### config.mk
export PLATFORM = sky130hd
export DESIGN_NAME = pi_reg
export DESIGN_NICKNAME = d
export VERILOG_FILES = /design/src/rtl/pi_reg.sv
export SDC_FILE = /design/constraint.sdc
export NUM_CORES = 2
export LEC_CHECK = 0
export BUFFER_PORTS_ARGS = -buffer_cell sky130_fd_sc_hd__buf_2
export CAP_MARGIN = 20
export CELL_PAD_IN_SITES_DETAIL_PLACEMENT = 0
export CELL_PAD_IN_SITES_GLOBAL_PLACEMENT = 1
export CORE_UTILIZATION = 45
export CTS_CLUSTER_DIAMETER = 120
export DETAILED_ROUTE_END_ITERATION = 16
export PLACE_DENSITY_LB_ADDON = 0.1
export SLEW_MARGIN = 20
export SYNTH_ARGS = -nofsm -noshare
export SYNTH_HDL_FRONTEND = slang
export SYNTH_SLANG_ARGS = --single-unit
### constraint.sdc
create_clock -name clk -period 37.2 [get_ports clk]
set_clock_uncertainty 0.05 [all_clocks]
set_input_delay 11.16 -clock clk [delete_from_list [all_inputs] [get_ports clk]]
set_output_delay 11.16 -clock clk [all_outputs]
set_load 0.02 [all_outputs]
### src/rtl/pi_reg.sv
module pi_reg #(
  parameter int EW     = 16,
  parameter int GW     = 16,
  parameter int FRAC   = 12,
  parameter int AW     = 24,
  parameter int LIM_HI = 4000000,
  parameter int LIM_LO = -4000000,
  parameter bit DELAY  = 1'b0
) (
  input  logic                 clk,
  input  logic                 rst,
  input  logic                 strobe_i,
  input  logic                 trap_i,
  input  logic signed [EW-1:0] err_i,
  input  logic signed [GW-1:0] kp_i,
  input  logic signed [GW-1:0] ki_i,
  output logic signed [AW-1:0] cmd_o,
  output logic                 vld_o
);
  // AW must hold a rounded product: AW >= GW + EW - FRAC + 1
  localparam int PW = GW + EW + 1;
  localparam int SW = AW + 1;
  localparam longint HALFV = longint'(1) << (FRAC - 1);
  localparam logic signed [PW-1:0] HALF = PW'(HALFV);
  localparam logic signed [SW-1:0] HI = SW'(LIM_HI);
  localparam logic signed [SW-1:0] LO = SW'(LIM_LO);

  logic signed [AW-1:0] integ, cmd_q, i_next, cmd_next;
  logic signed [EW-1:0] eprev;
  logic signed [EW:0]   e_x, p_x, pair, e_avg, i_sel;
  logic signed [SW-1:0] p_term, i_inc;

  function automatic logic signed [SW-1:0] scale(input logic signed [GW-1:0] g,
                                                 input logic signed [EW:0] x);
    logic signed [PW-1:0] pr;
    pr = PW'(g) * PW'(x) + HALF;
    return SW'(pr >>> FRAC);
  endfunction

  function automatic logic signed [AW-1:0] clip(input logic signed [SW-1:0] v);
    if (v > HI) return HI[AW-1:0];
    if (v < LO) return LO[AW-1:0];
    return v[AW-1:0];
  endfunction

  assign e_x   = {err_i[EW-1], err_i};
  assign p_x   = {eprev[EW-1], eprev};
  assign pair  = e_x + p_x;
  assign e_avg = pair >>> 1;
  assign i_sel = trap_i ? e_avg : e_x;

  assign p_term   = scale(kp_i, e_x);
  assign i_inc    = scale(ki_i, i_sel);
  assign i_next   = clip(SW'(integ) + i_inc);
  assign cmd_next = clip(SW'(i_next) + p_term);

  always_ff @(posedge clk) begin
    if (rst) begin
      integ <= '0;
      eprev <= '0;
      cmd_q <= '0;
    end else if (strobe_i) begin
      integ <= i_next;
      eprev <= err_i;
      cmd_q <= cmd_next;
    end
  end

  generate
    if (DELAY) begin : g_delay
      logic signed [AW-1:0] out_q;
      logic                 primed, vq;
      always_ff @(posedge clk) begin
        if (rst) begin
          out_q  <= '0;
          primed <= 1'b0;
          vq     <= 1'b0;
        end else begin
          vq <= strobe_i && primed;
          if (strobe_i) begin
            out_q  <= cmd_q;
            primed <= 1'b1;
          end
        end
      end
      assign cmd_o = out_q;
      assign vld_o = vq;
    end else begin : g_direct
      logic vq;
      always_ff @(posedge clk) begin
        if (rst) vq <= 1'b0;
        else     vq <= strobe_i;
      end
      assign cmd_o = cmd_q;
      assign vld_o = vq;
    end
  endgenerate
endmodule

# [Word level (Yosys, flattened, before mapping)]
# Cells that the tools add are included.
[word_totals] register_bits=65 romBits=0 memories=0 mem_bits_rw=0 latchBits=0 wordCells=30 inputBits=52
[op_classes] n_div=0 mul=2 reduce_logical=0 n_addsub=5 eq_ne=0 mux=15 n_shift=0 magnitude_cmp=4 n_bitwise=0
[ops] operator="2-to-1 mux 24 bit" count=8
[ops] operator="adder 24 x 21 -> 25 bit" count=2
[ops] operator="greater-than comparator 25 x 23 -> 1 bit (second input constant)" count=2
[ops] operator="less-than comparator 25 x 23 -> 1 bit (second input constant)" count=2
[ops] operator="adder 32 x 13 -> 33 bit (second input constant)" count=1
[ops] operator="adder 33 x 13 -> 33 bit (second input constant)" count=1
[ops] operator="multiplier 16 x 17 -> 33 bit" count=1
[ops] operator="multiplier 16 x 16 -> 32 bit" count=1
[ops] operator="adder 16 x 16 -> 17 bit" count=1
[ops] operator="2-to-1 mux 17 bit" count=1
[ops] operator="2-to-1 mux 1 bit" count=6

# [Longest topological paths before layout]
[depth] word_depth=16 mapped_depth=67

# [Worst setup path before layout]
# No wires, ideal clock.
[synth_timing] path_type="input-to-reg" from="input err_i[0]" to="register cmd_q[2], in the netlist cmd_o[2]" path_buffers=8 path_slack_ns=12.633 t_required_ns=37.034 cell_stages=63 arrival_time_ns=24.401 path_cell_list="clkbuf_1 > clkbuf_1 > nand2_1 > fa_1 > nor2b_1 > o21ai_0 > a21boi_0 > o21ai_0 > nand2b_1 > a21oi_1 > o211ai_1 > a31oi_1 > o21ai_0 > and2_1 > clkbuf_1 > nand2_1 > fa_1 > fa_1 > (+27 left out) > or2_1 > buf_4 > buf_6 > nor2_1 > ha_1 > fa_1 > a211oi_1 > o21ai_0 > nand3b_1 > a21oi_1 > nor3_1 > nand2b_1 > a41oi_1 > or3_1 > o41a_1 > buf_2 > buf_2 > a41o_1"
[synth_between] elab_chain_len=16 elab_cells_between_ends=24 cone_classes="add/sub (5); mul (2); order compare (4); mux (13)"
[synth_lines] element="from (decl)" line="14" rtl="input logic signed [EW-1:0] err_i,"
[synth_lines] element="adder 16 x 16 -> 17 bit" line="48" rtl="assign pair = e_x + p_x;"
[synth_lines] element="2-to-1 mux 17 bit (*)" line="50" rtl="assign i_sel = trap_i ? e_avg : e_x;"
[synth_lines] element="multiplier 16 x 17 -> 33 bit (*)" line="36" rtl="pr = PW'(g) * PW'(x) + HALF;"
[synth_lines] element="adder 33 x 13 -> 33 bit (*)" line="36"
[synth_lines] element="adder 24 x 21 -> 25 bit (*)" line="54" rtl="assign i_next = clip(SW'(integ) + i_inc);"
[synth_lines] element="less-than comparator 25 x 23 -> 1 bit" line="42" rtl="if (v < LO) return LO[AW-1:0];"
[synth_lines] element="2-to-1 mux 1 bit (2 in series)" line="42"
[synth_lines] element="2-to-1 mux 24 bit" line="43" rtl="return v[AW-1:0];"
[synth_lines] element="2-to-1 mux 24 bit (*)" line="42"
[synth_lines] element="via i_next[0]" line="28" rtl="logic signed [AW-1:0] integ, cmd_q, i_next, cmd_next;"
[synth_lines] element="adder 24 x 21 -> 25 bit (*)" line="55" rtl="assign cmd_next = clip(SW'(i_next) + p_term);"
[synth_lines] element="less-than comparator 25 x 23 -> 1 bit" line="42"
[synth_lines] element="2-to-1 mux 1 bit (2 in series)" line="42"
[synth_lines] element="2-to-1 mux 24 bit" line="43"
[synth_lines] element="2-to-1 mux 24 bit (*)" line="42"
[synth_lines] element="to (signal assigned)" line="65" rtl="cmd_q <= cmd_next;"
[synth_lines] element="to (decl)" line="28"
# The timed path passes the listed nets; every way through them passes the cells marked *. The select of a mux whose other input is x is not followed.
# A chain may end at the register's enable or synchronous reset.

# [Worst setup path after layout]
[layout_timing] from="input err_i[1]" to="register cmd_q[17], in the netlist cmd_o[17]"
# The elaborated chain is that of the path after synthesis.

==> key figures <==
Outcome
  • Status: completed

Synthesis
  • Largest family of logic cells by synthesized area: adder cells
  • Avg Cell Area, Syn: approximately 8.8 um2
  • Top_reg_cell synth: dfxtp_1
  • Syn. warnings: 0
  • Unique masters post-synth: 79
  • Dominant cell type by area after synthesis: fa_1
  • Post-Synth XOR/XNOR Area: 0.0387
  • Synthesized area: between 20000 and 30000 um2
  • Synth top area cells: fa_1 42%, ha_1 11%, inv_1 8.9%, nand2_1 5.2%, dfxtp_1 5.1%
  • Cells after Synth: roughly 2900
  • Share of the synthesized area in the top cell type: 0.418
  • Post-Synth Simple-Gate Area: 0.169
  • FF+latch count, synth: 65
  • Post-synthesis compound-gate area fraction: 0.0884
  • EDFF count, synth: 0
  • Register area share after synthesis: 0.0513
  • Post-synthesis adder-cell area fraction: 0.531
  • Mapped Nets: 3690
  • Mux contribution to synthesized area: 0.0145
  • Ys async rst share: 0

Layout
  • Nets: ~3700
  • Layout cells sized above 1: 0.0512
  • Fin util: 0.480
  • Commonest non-fill, non-tap cell in the layout: inv_1
  • Final antenna diode count: 0
  • Layout fillers: about 5400
  • Most frequent cells in the layout: 603 x inv_1, 530 x fa_1, 348 x nand2_1
  • Area growth syn-to-layout: 4.96%

STA
  • F_max: ~38 MHz
  • Unrepaired setup endpoints after global routing: no
  • Hold Slack: between 0.4 and 0.5 ns
  • Fin. max-slew vios: 0
  • Final setup TNS: 0 ns
  • Final Hold Violating Endpoints: 0
  • Final setup fails: 0
  • Crit path time final: around 27 ns
  • Relative slew slack: 0.361
  • Actual slew at the worst max-slew pin: about 0.96 ns
  • Fin worst setup slack: 10.54 ns
  • Final period util: 0.717

Route
  • Vias per inst: 5.23
  • Post-Route WL: 65600 um
  • Vias: approximately 19000
  • Metal3 WL: between 3000 and 4000 um
  • DR WL met2: 30100 um
  • Routed Antenna Nets: 0
  • DRC viols: 0
  • Drt pass-1 iters: 5
  • Mean routed wirelength per cell: 18.1 um
  • DRT iter0 DRCs: around 850
  • Top Layer Used: met5
  • Metal1 wirelength: 31300 um

Floorplanning
  • Die ar.: 57300 um2
  • Site row count: 86
  • Initial core utilization: 0.458
  • # IOs: just under 80
  • Die span in y: approximately 240 um
  • Die width: ~240 um
  • Core area: 55400 um2

Placed design
  • GP Congestion: about 0.86
  • Detail Placement HPWL: between 50000 and 60000 um
  • PortBufs: 76
  • DP Worst Slack: slightly above 10 ns

Clock network
  • Clk slew on worst S/H paths: roughly 0.060 ns
  • Worst-skew pair later-pin latency: ~0.34 ns
  • CTS Buf Count: 9
  • CTS resizes: 0
  • CTS max path bufs: 2
  • Clock Sinks: between 60 and 70
  • H-tree levels: 3
  • CTS tree: built
  • Hold Buf Count CTS: 0
  • Post-CTS Setup Bufs: 0
  • Root Buffer: clkbuf_16

Worst setup path
  • Slowest CP cell: o31ai_1
  • R2R setup slack: 21.42 ns
  • Crit path required time: approximately 37 ns
  • Reg2reg end: cmd_o[17]$_SDFFE_PP0P_
  • Critical path class: in2reg
  • Max incr delay on CP: about 0.70 ns
  • Worst path most repeated cell: fa_1
  • WP data arrival: 26.90 ns
  • CP max FO: 19
  • Reg2Reg Depth: 56
  • CP startpoint kind: input pin
  • RR Startpoint: eprev[1]$_SDFFE_PP0P_
  • CP Capture Type: flip-flop

Min path
  • Worst hold path startpoint: cmd_o[22]$_SDFFE_PP0P_
  • Hold EP: cmd_o[22]$_SDFFE_PP0P_
  • Worst hold path depth: 1
  • Worst Hold Class: reg2reg

Global routing
  • Number of global-route vias before repair: roughly 20000
  • Largest net degree at the start of global routing: 54
  • GRT Util Overall: 0.245
  • Initial antenna violation count: 1
  • Remaining Overflow, GRT: 0
  • First-pass GRT wire length: roughly 110000 um

Flow run
  • Max Cap Violations: 0
[area by class of cell]
| cell class | count | area [um2] | share of cell area |
|---|---|---|---|
| clock buffers | 13 | 260 | 0.00978 |
| clock inverters | 3 | 47.5 | 0.00179 |
| inverters | 603 | 2260 | 0.0850 |
| multi-input cells | 2101 | 21300 | 0.802 |
| flip-flops and latches | 65 | 1300 | 0.0489 |
| well taps | 748 | 936 | 0.0352 |
| repair buffers | 86 | 459 | 0.0173 |
[worst max-delay path: cells and delay by family]
family	cells	cell delay [ns]
buffers and inverters	5	0.52
multiplexers	1	0.38
adder cells (fa/ha/maj)	11	4.72
AND/OR/NAND/NOR	16	3.98
XOR/XNOR	3	0.60
AO/OA/AOI/OAI	21	5.51
[routing by layer]
| layer | GRT usage | up-vias |
|---|---|---|
| met5 | 0 | - |
| met4 | 0.0359 | 2 |
| met3 | 0.0386 | 68 |
| met2 | 0.390 | 410 |
| met1 | 0.357 | 9605 |
| li1 | - | 8845 |
[logic make-up after synthesis]
| group | count (synthesis) |
|---|---|
| xor+xnor | 112 |
| buf+inv | 716 |
| mux | 35 |
| fa+ha+maj | 758 |
| flops | 65 |
| compound gates | 313 |
| simple gates | 883 |
[synth_stat cells (all sizes together) (30+ instances only)]
cell	n
xor2	37
nand2b	44
ha	226
fa	530
nor3	30
nor2	137
a21oi	84
inv	603
clkbuf	98
and2	204
dfxtp	65
o21ai	44
xnor2	75
a21o	30
nand2	348
[sequential cells by signal, summed over array words and instances, names as in the netlist]
register / flops
cmd_o: 24
integ: 24
eprev: 16
vld_o: 1
[how the worst max path moves through the flow]
stage / startpoint / end / slack, ns / depth (start not counted)
floorplan: err_i[0] / cmd_o[2]$_SDFFE_PP0P_ / 12.63 / 63
global placement: err_i[1] / cmd_o[14]$_SDFFE_PP0P_ / 10.58 / 56
detailed placement: err_i[1] / cmd_o[17]$_SDFFE_PP0P_ / 10.36 / 57
CTS: err_i[1] / cmd_o[17]$_SDFFE_PP0P_ / 10.67 / 58
global route: err_i[1] / cmd_o[17]$_SDFFE_PP0P_ / 9.13 / 56
finish: err_i[1] / cmd_o[17]$_SDFFE_PP0P_ / 10.54 / 57
[through the flow]
stage          cells  cell area (um2)
2_1_floorplan   2882            25400
3_3_place_gp    3602            26300
3_5_place_dp    3602            26300
4_1_cts         3618            26600
5_1_grt         3619            26600
6_report        3619            26600
Power is left out: the tool's default activity adds up to more than one toggle a clock period on the data nets, which glitch-free logic cannot reach.
